$ cat config.mk
export PLATFORM = sky130hd
export DESIGN_NAME = rden_train
export DESIGN_NICKNAME = d
export VERILOG_FILES = /design/src/rtl/rden_train.sv
export SDC_FILE = /design/constraint.sdc
export NUM_CORES = 1
export LEC_CHECK = 0
export BUFFER_PORTS_ARGS = -buffer_cell sky130_fd_sc_hd__buf_2
export CAP_MARGIN = 20
export CORE_ASPECT_RATIO = 0.5
export CORE_MARGIN = 2
export CORE_UTILIZATION = 55
export DETAILED_ROUTE_END_ITERATION = 12
export PLACE_DENSITY = 0.79
export SLEW_MARGIN = 20
export SYNTH_ARGS = -nofsm -noshare
export SYNTH_HDL_FRONTEND = slang
export SYNTH_SLANG_ARGS = --single-unit
$ cat constraint.sdc
create_clock -name clk -period 7.53 [get_ports clk]
set_input_delay 0.753 -clock clk [delete_from_list [all_inputs] [get_ports clk]]
set_output_delay 0.753 -clock clk [all_outputs]
set_load 0.1 [all_outputs]
$ cat src/rtl/rden_train.sv
module rden_train #(
  parameter int LANES   = 2,
  parameter int DW      = 8,
  parameter int MAX_DLY = 12,
  parameter logic [LANES*DW-1:0] PAT0 = 16'hA53C,
  parameter logic [LANES*DW-1:0] PAT1 = 16'h5AC3
) (
  input  logic                clk,
  input  logic                rst,
  input  logic                usr_rd,
  input  logic [LANES*DW-1:0] cap_data,
  output logic                rd_cmd,
  output logic                wr_en,
  output logic [LANES*DW-1:0] wr_data,
  output logic [LANES*DW-1:0] rd_data,
  output logic                rd_valid,
  output logic                ready,
  output logic                err
);
  localparam int CW = $clog2(MAX_DLY + 2);

  typedef enum logic [2:0] {S_IDLE, S_WR0, S_WR1, S_RD, S_SRCH, S_RDY, S_ERR} st_t;

  st_t              st;
  logic [CW-1:0]    cnt, max_lat;
  logic [CW-1:0]    lat [LANES];
  logic [LANES-1:0] found, hit;
  logic [MAX_DLY:0] hist;
  logic [MAX_DLY+1:0] hx;

  assign ready   = (st == S_RDY);
  assign err     = (st == S_ERR);
  assign wr_en   = (st == S_WR0) || (st == S_WR1);
  assign wr_data = (st == S_WR0) ? PAT0 : (st == S_WR1) ? PAT1 : '0;
  assign rd_cmd  = (st == S_RD) || (ready && usr_rd);

  assign hx = {hist, ready && usr_rd};
  assign rd_valid = ready && (hx[max_lat] || hx[{1'b0, max_lat} + 1'b1]);

  always_ff @(posedge clk) begin
    if (rst) begin
      st      <= S_IDLE;
      cnt     <= '0;
      max_lat <= '0;
      found   <= '0;
      for (int l = 0; l < LANES; l++) lat[l] <= '0;
    end else begin
      case (st)
        S_IDLE: st <= S_WR0;
        S_WR0:  st <= S_WR1;
        S_WR1:  st <= S_RD;
        S_RD: begin
          st  <= S_SRCH;
          cnt <= CW'(1);
        end
        S_SRCH: begin
          for (int l = 0; l < LANES; l++)
            if (!found[l] && hit[l]) begin
              found[l] <= 1'b1;
              lat[l]   <= cnt;
              max_lat  <= cnt;
            end
          if ((found | hit) == '1)      st <= S_RDY;
          else if (cnt == CW'(MAX_DLY)) st <= S_ERR;
          else                          cnt <= cnt + 1'b1;
        end
        default: ;
      endcase
    end
  end

  always_ff @(posedge clk) begin
    if (rst) hist <= '0;
    else     hist <= {hist[MAX_DLY-1:0], ready && usr_rd};
  end

  for (genvar g = 0; g < LANES; g++) begin : g_lane
    logic [DW-1:0] din, dout;
    logic [CW-1:0] skew;
    logic [MAX_DLY-1:0][DW-1:0] pipe;

    assign hit[g] = (cap_data[g*DW +: DW] == PAT0[g*DW +: DW]);
    assign din    = (hx[lat[g]] || hx[{1'b0, lat[g]} + 1'b1]) ? cap_data[g*DW +: DW] : '0;
    assign skew   = max_lat - lat[g];

    always_ff @(posedge clk) pipe <= {pipe[MAX_DLY-2:0], din};

    assign dout = (skew == '0) ? din : pipe[skew - 1'b1];
    assign rd_data[g*DW +: DW] = rd_valid ? dout : '0;
  end
endmodule


-- Word level (Yosys, flattened, before mapping)
Memory sizes are Yosys's and may differ from the RTL's.
Cells that the tools add are included.
- add/subtract/negate cells: 8
- order comparisons: 8
- eq/ne operators: 13
- muxes and demuxes: 44
- bitwise operators: 3
- reductions and logical operators: 22
- operators with widths (operator ; number):
    $bmux 8 s4 ; 2
    $mux 8 ; 8
    $lt 4x5->1 const B ; 5
    $bmux 1 s4 ; 6
    $mux 4 ; 6
    $mux 1 ; 16
    $mux 16 ; 1
    $add 4x1->5 const B ; 3
    $lt 5x5->1 const B ; 3
    $mux 15 ; 1
    $pmux 3 s5 ; 1
    $eq 3x3->1 const B ; 3
    $eq 8x6->1 const B ; 1
    $eq 8x8->1 const B ; 1
    $logic_not 4->1 ; 2
    $pmux 4 s2 ; 1
    $reduce_and 2->1 ; 4
    $sub 4x1->4 const B ; 2
    $sub 4x4->4 ; 2
    $eq 3x2->1 const B ; 2
    $mux 3 ; 2
    $logic_or 1x1->1 ; 5
    $reduce_bool 5->1 ; 1
    $add 4x1->4 const B ; 1
    other kinds (12) ; 19
- bits in registers: 218
- bits in writable memories: 8
- input port bits: 19
- output and inout port bits: 37
- memories kept: 1
- memories (name ; depth ; bits a word ; rd ports ; clocked after memory_dff ; wr ports ; line ; text):
    lat ; 2 ; 4 ; 2 ; 0 ; 2 ; 26 ; logic [CW-1:0] lat [LANES];

-- Longest topological paths before layout
- depth in word-level cells: 8
- depth in mapped cells: 16
- depth with buffers taken out: 12

-- Worst setup path before layout
Ideal clock, no wire load.
- path type: register -> output
- start: register max_lat[0]
- end: output port rd_data[13]
- arrival time: 4.802 ns
- required time: 6.777 ns
- slack: 1.975 ns
- cell stages (with the launch flop): 16
- cells stage by stage: dfxtp_1 buf_2 buf_2 inv_1 ha_1 inv_1 fa_1 inv_1 ha_1 buf_2 xnor2_1 clkbuf_1 mux2i_1 nor2_1 a31oi_1 a211oi_1
- cells in the longest elaborated chain, start to end: 6
- RTL lines (element ; line ; text):
    from (decl) ; 25 ; logic [CW-1:0] cnt, max_lat;
    from (signal assigned) ; 61 ; max_lat <= cnt;
    $sub 4x4->4 / $add 4x1->5 (equally long branches) ; 84, 38 ;
    $sub 4x1->4 / $bmux 1 s4 (equally long branches) ; 88, 38 ;
    $bmux 8 s4 / $mux 1 (equally long branches) ; 88, 38 ;
    $mux 8 (not written as such) / $logic_or 1x1->1 (equally long branches) ; 88, 38 ;
    $mux 8 / $logic_and 1x1->1 (equally long branches) ; 88, 38 ;
    $mux 8 * ; 89 ; assign rd_data[g*DW +: DW] = rd_valid ? dout : '0;
    to (decl) ; 15 ; output logic [LANES*DW-1:0] rd_data,
Every way passes the cells marked *; elsewhere a longest branch is shown, timed or not. The select of a mux whose other input is x is not followed.

-- Final worst setup path
- start: register max_lat[0]
- end: output port rd_data[4]
Same word-level chain as after synthesis.

==> summary.txt <==
Run status
  • Outcome: finished clean

Synth
  • Area contributors post-synth: dfxtp_1 (47%), mux4_2 (8.3%), mux2i_1 (7.0%)
  • Mux cell area share after synthesis: 16.3%
  • Yosys cell types: 64
  • Count leader, synth: dfxtp_1
  • Simple-gate area share of the yosys netlist: 12.6%
  • Adder-cell share of the synthesized area: 2.19%
  • Syn. warnings: 0
  • Syn_nets: 885
  • Post-synth EDFFs: 8
  • Compound-Gate Fraction of Synth Area: 12.1%
  • Synth cell count leaders: dfxtp_1 (218), mux2i_1 (65), o21ai_0 (54)
  • Async S/R FF share, synth: 0%
  • Syn_area_per_cell: 10.9 sq um
  • Flops & latches, synth: 226
  • Main combinational cell family by area after synthesis: multiplexers
  • Synth Flop Type: dfxtp_1
  • Yosys top cell by area: dfxtp_1
  • Post-synth top area share: 47.1%
  • Seq/Total Area, Yosys: 49.7%
  • Mapped Cells: 851
  • Synth Area in XOR/XNOR: 1.93%
  • Mapped Area: 0.00926 sq mm

Critical path
  • Reg2Reg Depth: 7
  • Critical Path AT: 5140 ps
  • Critical path fanouts, max: 29
  • CP Launch Type: flop
  • Worst Setup End Kind: output port
  • R2R Setup Slk: 4760 ps
  • Worst EP required: 6780 ps
  • Reg-to-reg startpoint: lat[0][0]$_DFFE_PP_
  • Crit Path Category: reg2out
  • Critical R2R Capture: g_lane[0].pipe[4]$_DFF_P_

Floorplan
  • Die area: 0.0180 sq mm
  • Die width: 188 um
  • I/O pins: 56
  • Core region area: 0.0164 sq mm
  • Row Count: 33
  • DIE HEIGHT: 95.8 um
  • Starting Density: 56.4%

Global route
  • Total Routing Usage GR: 22.1%
  • Initial antenna violation count: 0
  • First-pass GRT wire length: 31.7 mm
  • Gr ovfl total: 0
  • Vias in the first global route: 6272
  • Largest net degree at the start of global routing: 51

CTS
  • Post-CTS setup repair buffer count: 0
  • CTS Buf Count: 19
  • Hold buffer count at CTS: 0
  • CTS Root Cell: clkbuf_16
  • Worst-path clk slew: 70 ps
  • CTS tree: yes
  • Max Buffers Root-to-Sink: 3
  • H-tree depth: 1
  • Post-cts resize count: 0
  • Worst-skew pair later-pin latency: 490 ps
  • Clk sinks: 226

Final layout
  • Reg area: 0.00460 sq mm
  • Fraction of layout cells with a size suffix above 1: 17.6%
  • Antenna diode count: 0
  • Filler cells: 1288
  • Nets@finish: 894
  • Area growth syn-to-layout: 8.63%
  • Fin cells: 1095
  • Multi-input logic area: 0.00420 sq mm

Placement
  • GPL Wtd Cong: 0.880
  • Buffers on Ports: 55
  • Cell Count Post-Placement: 1066
  • HPWL Detailed: 13.1 mm

Detailed routing
  • Initial DRC Count: 452
  • Vias: 6568
  • Antenna-violating nets left: 0
  • DR DRC count: 0
  • Vias/cell: 6.00
  • WL per Instance: 18.1 um
  • 1st-pass router iterations: 5
  • WL final: 19.9 mm

Power and ir drop
  • Peak supply drop: 0.125 mV
  • Leak pwr: 4.16 nW
  • PD cells: 255 mW/mm^2

STA
  • Final Slew Violations: 0
  • Worst Max-Slew Pin Slew: 1050 ps
  • Final Critical Period: 5890 ps
  • Hold WS: 346 ps
  • RSZ-0062 raised after global routing: no
  • Final period util: 78.2%
  • Setup Skew: 8.56 ps
  • Final number of hold-violating endpoints: 0
  • Fin Setup TNS: 0 ps
  • Slew margin rel.: 30.2%
  • Finish-stage setup viols: 0
  • Fmax: 170 MHz

Min path
  • HP Class: reg2reg
  • Hold Startpoint: g_lane[1].pipe[61]$_DFF_P_
  • Hold Crit Endpoint: g_lane[1].pipe[69]$_DFF_P_
  • Hold depth: 0

Flow run
  • Max-cap violations: 0
-- report_power, final --
part | total, mW | internal, mW | switching (mW)
combinational | 0.337 | 0.103 | 0.234
clock | 0.916 | 0.501 | 0.416
sequential | 1.31 | 1.27 | 0.0460
-- sequential cells by signal, summed over array words and instances (netlist names) --
signal       flops
st               3
max_lat          4
found            2
g_lane.pipe    192
lat              8
hist            13
cnt              4
-- worst max path at each step --
stage	slack [ps]	end	start	cells after the start
after CTS	1650	rd_data[4]	max_lat[0]$_SDFFE_PP0P_	11
after global routing	1280	rd_data[4]	max_lat[0]$_SDFFE_PP0P_	11
after global placement	2290	rd_data[4]	max_lat[0]$_SDFFE_PP0P_	11
after detailed placement	2160	rd_data[4]	max_lat[0]$_SDFFE_PP0P_	11
after floorplan	1970	rd_data[13]	max_lat[0]$_SDFFE_PP0P_	15
final	1640	rd_data[4]	max_lat[0]$_SDFFE_PP0P_	11
-- critical path, stage by stage (launching register included) --
cell and delay, ps:
dfxtp_1 710, inv_1 150, ha_1 940, ha_2 840, buf_4 400, and3_1 200
a21oi_1 40, o21ai_0 90, o22ai_1 110, nor4_1 450, o311a_1 260, buf_2 440
-- layout make-up --
class / instances / share of cell area (%)
Sequential cell: 226 / 45.8
Multi-Input combinational cell: 528 / 41.8
Clock buffer: 26 / 5.38
Timing Repair Buffer: 61 / 3.18
Tap cell: 227 / 2.82
Inverter: 24 / 0.895
Clock inverter: 3 / 0.187
-- layer usage --
metal  vias up  part of all wire [%]  wire (um)  global-route usage, %
li1       3123                     -          -                      -
met1      3209                    47       9270                   30.7
met2       196                    45       8970                   35.5
met3        40                   6.0       1180                   3.94
met4         0                   2.2        432                   7.81
met5         -                     0          0                      0
-- kinds of logic after synthesis --
group           after synthesis
xor+xnor                     17
compound gates              176
simple gates                213
buf+inv                      97
flops                       226
mux                         107
fa+ha+maj                    15
-- cell usage in the layout (no fill, tap or decap), types with 4 or more instances in the layout --
master / n
o21ai_0: 54
dfxtp_1: 218
nand4_1: 4
ha_1: 11
a21o_1: 4
a31oi_1: 8
a211oi_1: 20
o221a_1: 5
nor3_1: 10
a21oi_1: 36
xnor2_1: 5
mux2_2: 6
and3_1: 37
nand2b_1: 7
xor2_1: 5
inv_1: 23
mux4_2: 34
o311a_1: 6
a2111oi_0: 5
mux2i_1: 65
clkbuf_8: 4
nand2_1: 36
nand3_1: 37
xnor2_2: 5
buf_4: 6
buf_2: 55
nor2_1: 34
edfxtp_1: 8
o22ai_1: 13
clkbuf_16: 19
o21ai_1: 9
nor2b_1: 14
nor4_1: 13
-- metrics by stage --
| step | power (mW) | setup WS [ps] | area, sq um | utilization, % |
|---|---|---|---|---|
| after CTS | 2.58 | 1650 | 10100 | 61.2 |
| after global placement | 1.66 | 2290 | 9480 | 57.7 |
| after floorplan | 1.62 | 1970 | 9260 | - |
| after global routing | 2.66 | 1280 | 10100 | 61.2 |
| final | 2.57 | 1640 | 10100 | 61.2 |
| after detailed placement | 1.67 | 2160 | 9490 | 57.8 |
(Power assumes the default switching activity.)
